<file path="config.mk">
export PLATFORM = sky130hd
export DESIGN_NAME = fp_narrow
export DESIGN_NICKNAME = d
export VERILOG_FILES = /design/src/rtl/fpn_pkg.sv /design/src/rtl/fpn_classify.sv /design/src/rtl/fpn_denorm.sv /design/src/rtl/fpn_round.sv /design/src/rtl/fp_narrow.sv
export SDC_FILE = /design/constraint.sdc
export NUM_CORES = 1
export LEC_CHECK = 0
export BUFFER_PORTS_ARGS = -buffer_cell sky130_fd_sc_hd__buf_2
export CAP_MARGIN = 30
export CELL_PAD_IN_SITES_DETAIL_PLACEMENT = 0
export CELL_PAD_IN_SITES_GLOBAL_PLACEMENT = 1
export CORE_MARGIN = 2
export CORE_UTILIZATION = 30
export DETAILED_ROUTE_END_ITERATION = 12
export PLACE_DENSITY = 0.63
export RECOVER_POWER = 25
export SETUP_SLACK_MARGIN = 0.1
export SLEW_MARGIN = 10
export SYNTH_ARGS = -nofsm -noshare
export SYNTH_HDL_FRONTEND = slang
export SYNTH_SLANG_ARGS = --single-unit
</file>
<file path="constraint.sdc">
create_clock -name clk -period 0.8 [get_ports clk]
set_input_delay 0.04 -clock clk [delete_from_list [all_inputs] [get_ports clk]]
set_output_delay 0.04 -clock clk [all_outputs]
set_load 0.05 [all_outputs]
</file>
<file path="src/rtl/fpn_pkg.sv">
package fpn_pkg;

  // Which datapath produces the narrowed word
  typedef enum logic [1:0] {
    P_NORM = 2'd0,
    P_SUB  = 2'd1,
    P_NAN  = 2'd2,
    P_INF  = 2'd3
  } fpn_path_e;

endpackage

</file>
<file path="src/rtl/fpn_classify.sv">
module fpn_classify
  import fpn_pkg::*;
#(
  parameter int SE = 11,
  parameter int SF = 52,
  parameter int DE = 8,
  localparam int SHW = SE + 1
) (
  input  logic [SE-1:0]  exp_i,
  input  logic [SF-1:0]  frac_i,
  output fpn_path_e      path_o,
  output logic [DE-1:0]  dexp_o,
  output logic [SHW-1:0] shift_o
);

  localparam int SBIAS = (1 << (SE - 1)) - 1;
  localparam int DINF  = (1 << DE) - 1;
  localparam int DBIAS = DINF >> 1;
  localparam int OVF   = SBIAS + DINF - DBIAS;

  localparam logic signed [SE+1:0] C_REBIAS = (SE+2)'(SBIAS - DBIAS);
  localparam logic signed [SE+1:0] C_DINF   = (SE+2)'(DINF);
  localparam logic signed [SE+1:0] C_ONE    = (SE+2)'(1);
  localparam logic [SE-1:0]        C_OVF    = SE'(OVF);
  localparam logic [SHW-1:0]       C_SHBASE = SHW'(SBIAS - DBIAS + 1);

  logic signed [SE+1:0] cand;
  logic [SE-1:0]        exp_eff;
  logic                 is_nan;

  always_comb begin
    cand    = $signed({2'b00, exp_i}) - C_REBIAS;
    is_nan  = (&exp_i) && (|frac_i);
    exp_eff = (exp_i == '0) ? SE'(1) : exp_i;
    shift_o = C_SHBASE - {1'b0, exp_eff};
    dexp_o  = cand[DE-1:0];
    if (cand >= C_ONE && cand < C_DINF) begin
      path_o = P_NORM;
    end else if (is_nan) begin
      path_o = P_NAN;
    end else if (exp_i >= C_OVF) begin
      path_o = P_INF;
    end else begin
      path_o = P_SUB;
    end
  end

endmodule

</file>
<file path="src/rtl/fpn_denorm.sv">
module fpn_denorm #(
  parameter int SF  = 52,
  parameter int SHW = 12,
  localparam int SGW = SF + 1
) (
  input  logic [SGW-1:0] sig_i,
  input  logic [SHW-1:0] shift_i,
  output logic [SGW-1:0] sig_o
);

  localparam logic [SHW-1:0] C_SGW = SHW'(SGW);

  logic [SGW-1:0] lost_mask;
  logic           sticky;

  always_comb begin
    lost_mask = ~({SGW{1'b1}} << shift_i);
    sticky    = |(sig_i & lost_mask);
    if (shift_i > C_SGW) begin
      sig_o = '0;
    end else begin
      sig_o = (sig_i >> shift_i) | SGW'(sticky);
    end
  end

endmodule

</file>
<file path="src/rtl/fpn_round.sv">
module fpn_round #(
  parameter int EW = 8,
  parameter int FW = 23,
  parameter int TW = 29
) (
  input  logic [EW-1:0]    exp_i,
  input  logic [FW-1:0]    frac_i,
  input  logic [TW-1:0]    drop_i,
  output logic [EW+FW-1:0] word_o
);

  localparam logic [TW-1:0] C_HALF = TW'(1) << (TW - 1);

  logic bump;

  always_comb begin
    bump   = (drop_i > C_HALF) || ((drop_i == C_HALF) && frac_i[0]);
    // a fraction overflow ripples into the exponent field
    word_o = {exp_i, frac_i} + (EW+FW)'(bump);
  end

endmodule

</file>
<file path="src/rtl/fp_narrow.sv">
module fp_narrow
  import fpn_pkg::*;
#(
  parameter int SE = 11,
  parameter int SF = 52,
  parameter int DE = 8,
  parameter int DF = 23,
  localparam int SW   = 1 + SE + SF,
  localparam int DW   = 1 + DE + DF,
  localparam int TAIL = SF - DF,
  localparam int SHW  = SE + 1
) (
  input  logic          clk,
  input  logic          rst_n,
  input  logic          in_valid,
  input  logic [SW-1:0] in_data,
  output logic          out_valid,
  output logic [DW-1:0] out_data
);

  logic          in_sign;
  logic [SE-1:0] in_exp;
  logic [SF-1:0] in_frac;

  assign in_sign = in_data[SW-1];
  assign in_exp  = in_data[SW-2 -: SE];
  assign in_frac = in_data[SF-1:0];

  fpn_path_e      path;
  logic [DE-1:0]  dexp;
  logic [SHW-1:0] shift;

  fpn_classify #(.SE(SE), .SF(SF), .DE(DE)) u_class (
    .exp_i   (in_exp),
    .frac_i  (in_frac),
    .path_o  (path),
    .dexp_o  (dexp),
    .shift_o (shift)
  );

  logic [DE+DF-1:0] norm_word;

  fpn_round #(.EW(DE), .FW(DF), .TW(TAIL)) u_rnd_norm (
    .exp_i  (dexp),
    .frac_i (in_frac[SF-1 -: DF]),
    .drop_i (in_frac[TAIL-1:0]),
    .word_o (norm_word)
  );

  logic [SF:0] den;

  fpn_denorm #(.SF(SF), .SHW(SHW)) u_denorm (
    .sig_i   ({in_exp != '0, in_frac}),
    .shift_i (shift),
    .sig_o   (den)
  );

  logic [DE+DF-1:0] sub_word;

  fpn_round #(.EW(DE), .FW(DF), .TW(TAIL)) u_rnd_sub (
    .exp_i  ('0),
    .frac_i (den[SF-1 -: DF]),
    .drop_i (den[TAIL-1:0]),
    .word_o (sub_word)
  );

  logic          fast_hit;
  logic [DW-1:0] fast_word;

  generate
    if (SE == DE) begin : g_same_exp
      assign fast_hit  = (in_frac[TAIL-1:0] == '0);
      assign fast_word = {in_sign, in_exp, in_frac[SF-1 -: DF]};
    end else begin : g_wide_exp
      assign fast_hit  = 1'b0;
      assign fast_word = '0;
    end
  endgenerate

  logic [DW-1:0] res_d;
  logic [DW-1:0] res_q;
  logic          vld_q;

  always_comb begin
    unique case (path)
      P_NORM:  res_d = {in_sign, norm_word};
      P_SUB:   res_d = {in_sign, sub_word};
      P_NAN:   res_d = {in_sign, {DE{1'b1}}, 1'b1, in_frac[SF-2 -: DF-1]};
      default: res_d = {in_sign, {DE{1'b1}}, {DF{1'b0}}};
    endcase
    if (fast_hit) begin
      res_d = fast_word;
    end
  end

  always_ff @(posedge clk or negedge rst_n) begin
    if (!rst_n) begin
      vld_q <= 1'b0;
    end else begin
      vld_q <= in_valid;
    end
  end

  always_ff @(posedge clk) begin
    if (in_valid) begin
      res_q <= res_d;
    end
  end

  assign out_valid = vld_q;
  assign out_data  = res_q;

  // ---------------- assertions ----------------
  localparam int SBIAS_A = (1 << (SE - 1)) - 1;
  localparam int DINF_A  = (1 << DE) - 1;
  localparam logic [SE-1:0] A_OVF = SE'(SBIAS_A + DINF_A - (DINF_A >> 1));

  a_r2_valid_follows: assert property (@(posedge clk) disable iff (!rst_n)
    in_valid |=> out_valid);

  a_r2_valid_idle: assert property (@(posedge clk) disable iff (!rst_n)
    !in_valid |=> !out_valid);

  a_r1_sign_kept: assert property (@(posedge clk) disable iff (!rst_n)
    in_valid |=> out_data[DW-1] == $past(in_data[SW-1]));

  a_r6_overflow_inf: assert property (@(posedge clk) disable iff (!rst_n)
    (in_valid && in_exp >= A_OVF && !((&in_exp) && (|in_frac)))
    |=> (&out_data[DW-2 -: DE]) && (out_data[DF-1:0] == '0));

  a_r7_nan_quiet: assert property (@(posedge clk) disable iff (!rst_n)
    (in_valid && (&in_exp) && (|in_frac))
    |=> (&out_data[DW-2 -: DE]) && out_data[DF-1]);

  a_r9_zero_kept: assert property (@(posedge clk) disable iff (!rst_n)
    (in_valid && in_data[SW-2:0] == '0) |=> out_data[DW-2:0] == '0);

  a_r8_shift_nonzero: assert property (@(posedge clk) disable iff (!rst_n)
    (path == P_SUB) |-> !den[SF]);

endmodule

</file>
# Word level (Yosys, flattened, before mapping)
# Index checks and enable logic that the tools add are counted.
word_totals:
  latchBits: 0
  memories: 0
  ff_bits: 33
  mem_bits_ro: 0
  output_inout_bits: 33
  ram_bits: 0
  elab_cells: 39
op_classes:
  eq_ne: 4
  bitwise: 3
  addsub: 4
  n_shift: 2
  div_mod_pow: 0
  n_mul: 0
  n_reduce_logical: 12
  n_mux: 6
  magnitude_cmp: 6
ops:
  columns: ["op", "n"]
  rows:
  - ["$pmux 31 s3", 1]
  - ["$eq 29x29->1 const B", 2]
  - ["$gt 29x29->1 const B", 2]
  - ["$and 53x53->53", 1]
  - ["$not 53->53", 1]
  - ["$reduce_or 53->1", 1]
  - ["$shl 53x12->53 const A", 1]
  - ["$shr 53x12->52", 1]
  - ["$mux 52", 1]
  - ["$or 52x1->52", 1]
  - ["$reduce_or 52->1", 1]
  - ["$add 31x1->31", 1]
  - ["$add 23x1->24", 1]
  - ["$ge 13x2->1 const B", 1]
  - ["$lt 13x9->1 const B", 1]
  - ["$gt 12x6->1 const B", 1]
  - ["$sub 10x11->12 const A", 1]
  - ["$sub 11x10->12 const B", 1]
  - ["$ge 11x11->1 const B", 1]
  - ["$logic_not 11->1", 1]
  - ["$mux 11", 1]
  - ["$reduce_and 11->1", 1]
  - ["$reduce_bool 11->1", 1]
  - ["$mux 2", 3]
  - ["5 further kinds", 9]

# Logic depth before layout (Yosys ltp)
logic_depth:
  depth_word: 14
  mapped_depth: 22
  depth_no_buf: 16

# Cells and area by module
# From an unflattened synthesis, not the netlist that was laid out.
hier_totals:
  cells_unflattened: 998
  hier_area_um2: 8013.9
modules_own_cells:
  columns: ["mod", "n_inst", "cells_each", "seq_area_each_um2", "area_each_um2"]
  rows:
  - ["fpn_denorm", 1, 627, 0.0, 4435.5]
  - ["fp_narrow", 1, 111, 985.9, 1778.0]
  - ["fpn_round", 2, 95, 0.0, 661.9]
  - ["fpn_classify", 1, 70, 0.0, 476.7]

# Worst setup path after synthesis
# No wires, ideal clock.
synth_timing:
  path_kind: "input-to-reg"
  from: "input port in_data[53]"
  to: "register res_q[20], in the netlist out_data[20] (data pin)"
  arrival_time_ps: 4441
  path_slack_ps: -3906
  cell_stages: 20
  cell_sequence: "clkbuf_1 > buf_2 > buf_2 > inv_1 > buf_1 > clkbuf_1 > ha_1 > buf_2 > buf_1 > clkinv_1 > mux2i_1 > or4_1 > a21o_1 > inv_1 > ha_1 > nand4_1 > nor4_4 > nand4_1 > xnor2_1 > o21ai_1"
synth_between:
  elab_chain_len: 14
  elab_cells_between_ends: 31
synth_rtl:
  columns: ["element", "line", "source"]
  rows:
  - ["start: declaration", "fp_narrow.sv:16", "input logic [SW-1:0] in_data,"]
  - ["parallel branches: the longest is 13 deep, another holds $gt 29x29->1", null, null]
  - ["$pmux 31 s3 (*)", "fp_narrow.sv:85", "unique case (path)"]
  - ["named net res_d[20]", "fp_narrow.sv:80", "logic [DW-1:0] res_d;"]
  - ["end signal: assignment", "fp_narrow.sv:106", "res_q <= res_d;"]
  - ["end: declaration", "fp_narrow.sv:81", "logic [DW-1:0] res_q;"]
# Mark *: on every way through the listed nets, which the timed path passes.
# A chain may end at the register's enable or synchronous reset.

# Worst setup path in the final report
layout_timing:
  from: "input port in_data[59]"
  to: "register res_q[17], in the netlist out_data[17] (data pin)"
# Same word-level chain as after synthesis.

==> impl_metrics.yaml <==
clocking:
  cts_max_level: 2
  cts_root_buf: "clkbuf_16"
  path_clk_slew_ps: 60
  numCtsBuffers: 5
  clock-sinks: 33
  clockBufferDepth: 2
  cts_tree: "built"
synthesis:
  synthFlopType: "edfxtp_1"
  async_reset_ff_share_pct: 3.030
  ys_types: 87
  synth_edf_count: 32
  syn-instance-count: 945
  syn-cell-area_um2: 6954
  yosysSeqAreaShare_pct: 14.18
  syn_nets: 1019
  synth.avg_cell_area_um2: 7.359
  synth-seq-cells: 33
  ys_warn_count: 0
place:
  gp_congestion: 1.018
  pre_cts_ws_ps: -3047
  portBuffers: 99
  hpwl_mm: 29.42
hold_path:
  min_path_type: "in -> async"
power:
  p_leak_nw: 4.920
  power_density_nw_per_um2: 919.1
  finalPower_w: 0.01088
  peakVddDrop_mv: 0.6657
global_routing:
  antenna_found_initial: 0
  grt_max_degree: 34
  grt_pass1_vias: 9414
  grt_usage_pct: 30.43
  grt.overflow.total: 0
  grt_pass1_wl_mm: 56.84
finish:
  num-fill-cells: 2162
  drive_gt1_share_pct: 49.02
  seq_area_um2: 985.9
  finalNetCount: 1397
  multiInputGateArea_um2: 6195
  syn2layout_area_growth_pct: 70.19
  diodes: 0
floorplanning:
  dieArea_um2: 24410
  ioPinCount: 100
  rows: 55
  core_area_um2: 22710
  dieHeight_um: 156.3
  initial_utilization_pct: 30.62
  die_w_um: 156.3
critical_path:
  critPathCaptureType: "register"
  critPathBufInv: 6
  cp_max_fo: 6
  crit_type: "in -> reg"
  slowest_stage: "or4_4"
  startpoint_type: "input pin"
  cp_common_cell: "buf_6"
  critPathTopFamily: "simple AND/OR/NAND/NOR gates"
  worstPathArrival_ps: 3390
  crit_required_ps: 820
  crit_chain: "buf_6 > or4_4 > o31ai_4 > buf_6 > buf_6 > buf_8 > buf_12 > mux4_2 > and2_4 > o22ai_4 > nand2_2 > nor4b_4 > buf_4 > and4_4 > xnor2_1 > o221ai_1"
  slowest_delay_ps: 560
routing:
  remaining_drc_errors: 0
  viasPerCell: 5.979
  drt_pass1_iterations: 5
  drt_iter0_markers: 771
  dr_total_vias: 9620
  wl_per_cell_um: 23.31
  drtAntennaViolNets: 0
  totalWireLength_mm: 37.51
sta:
  period_share_pct: 420.8
  finalHoldViolCount: 0
  fin_crit_ps: 3366
  tightest_slew_ps: 654.0
  rsz0062_at_grt: "yes"
  slew_viol_final: 0
  fmax_mhz: 297.1
  setup_viol: 64
  post-route-worst-setup-slack_ps: -2566
  slew_headroom_pct: 56.27
run:
  cap_violations: 0
run_status:
  violations: "setup timing"
  status: "finished with violations"
-- timing repair --
item | CTS | global route
endpoints found under the hold margin | 2 | 0
buffers inserted | 23 | 18
pin swaps | 51 | 45
gates resized for setup | 175 | 69
endpoints found under the setup margin | 64 | 64
hold buffers | 2 | 0
gates cloned | 0 | 1
-- layout by cell type (no fill, tap or decap), types with 15 or more instances in the layout --
cell type and count:
a21oi_1 41, buf_12 16, buf_2 33, buf_4 345, buf_6 76, edfxtp_1 32, inv_1 19, mux2i_1 34
mux4_2 16, nand2_1 90, nand3_1 27, nand4_1 23, nor2_1 86, nor3_1 23, o211ai_1 18, o21ai_0 39
o22ai_1 15
-- cells by family (layout without fill, tap and decap cells) --
| kind of cell | Yosys count | in the layout | share of synthesized area (%) |
|---|---|---|---|
| and+or+nand+nor | 375 | 375 | 27.51 |
| AOI/OAI and AO/OA | 281 | 281 | 29.25 |
| buffers and inverters | 131 | 510 | 8.060 |
| muxes | 81 | 81 | 15.06 |
| xor gates and xnor gates | 36 | 36 | 4.534 |
| DFF | 33 | 33 | 14.18 |
| adders and majority gates | 8 | 8 | 1.403 |
-- final cells by class --
class                   instances  share of cell area (%)
multi-input cells             781                   52.34
repair buffers                479                   34.30
flip-flops and latches         33                   8.331
well taps                     285                   3.013
clock buffers                   5                   1.057
inverters                      23                  0.8140
clock inverters                 3                  0.1480
-- power by group --
part | leakage, nW | switching [W] | internal, W
sequential | 0.319 | 0.0000610 | 0.00206
combinational | 4.53 | 0.00373 | 0.00310
clock | 0.0696 | 0.000790 | 0.00114
-- cells in the mapped netlist (22+ instances only) --
cell	instances	area (um^2)
nand3_1	30	150.1
inv_1	22	82.58
a21oi_1	45	225.2
clkbuf_1	70	262.8
edfxtp_1	32	960.9
nand2_1	99	371.6
mux2_2	22	247.7
nor3_1	30	150.1
mux2i_1	42	420.4
nand4_1	23	143.9
nor2_1	90	337.8
nor4_1	22	137.6
o21ai_0	44	220.2
-- worst paths after layout --
kind / from / to / slack [ps] / cells past startpoint
max in group asynchronous: rst_n / out_valid / 650 / 2
worst min-delay path: rst_n / out_valid / 60 / 2
worst max-delay path: in_data[59] / out_data[17] / -2570 / 16
min in group clk: in_data[37] / out_data[8] / 280 / 3
-- through the flow --
stage	area, um^2	utilization [%]	setup TNS [ps]	std cells	hold WS, ps
6_report	11840	52.12	-71980	1609	61.62
5_1_grt	11840	52.12	-75770	1609	73.14
4_1_cts	11330	49.90	-72030	1591	53.95
3_5_place_dp	10290	45.33	-85910	1561	-182.3
3_3_place_gp	10290	45.33	-84450	1561	-185.6
2_1_floorplan	7325	-	-76350	945	-255.6
-- metal layers --
layer	vias up	track usage [%]	wire (um)	share of wire, %
met5	-	0	0	0
met4	0	16.34	2443	6.5
met3	124	2.243	2279	6.1
met2	466	50.81	17110	46
met1	4621	39.18	15680	42
li1	4409	-	-	-
-- state kept, by name, indices dropped and copies added (netlist names) --
register   flops
out_data      32
out_valid      1
Note: power is estimated with default switching activity, not from simulation.
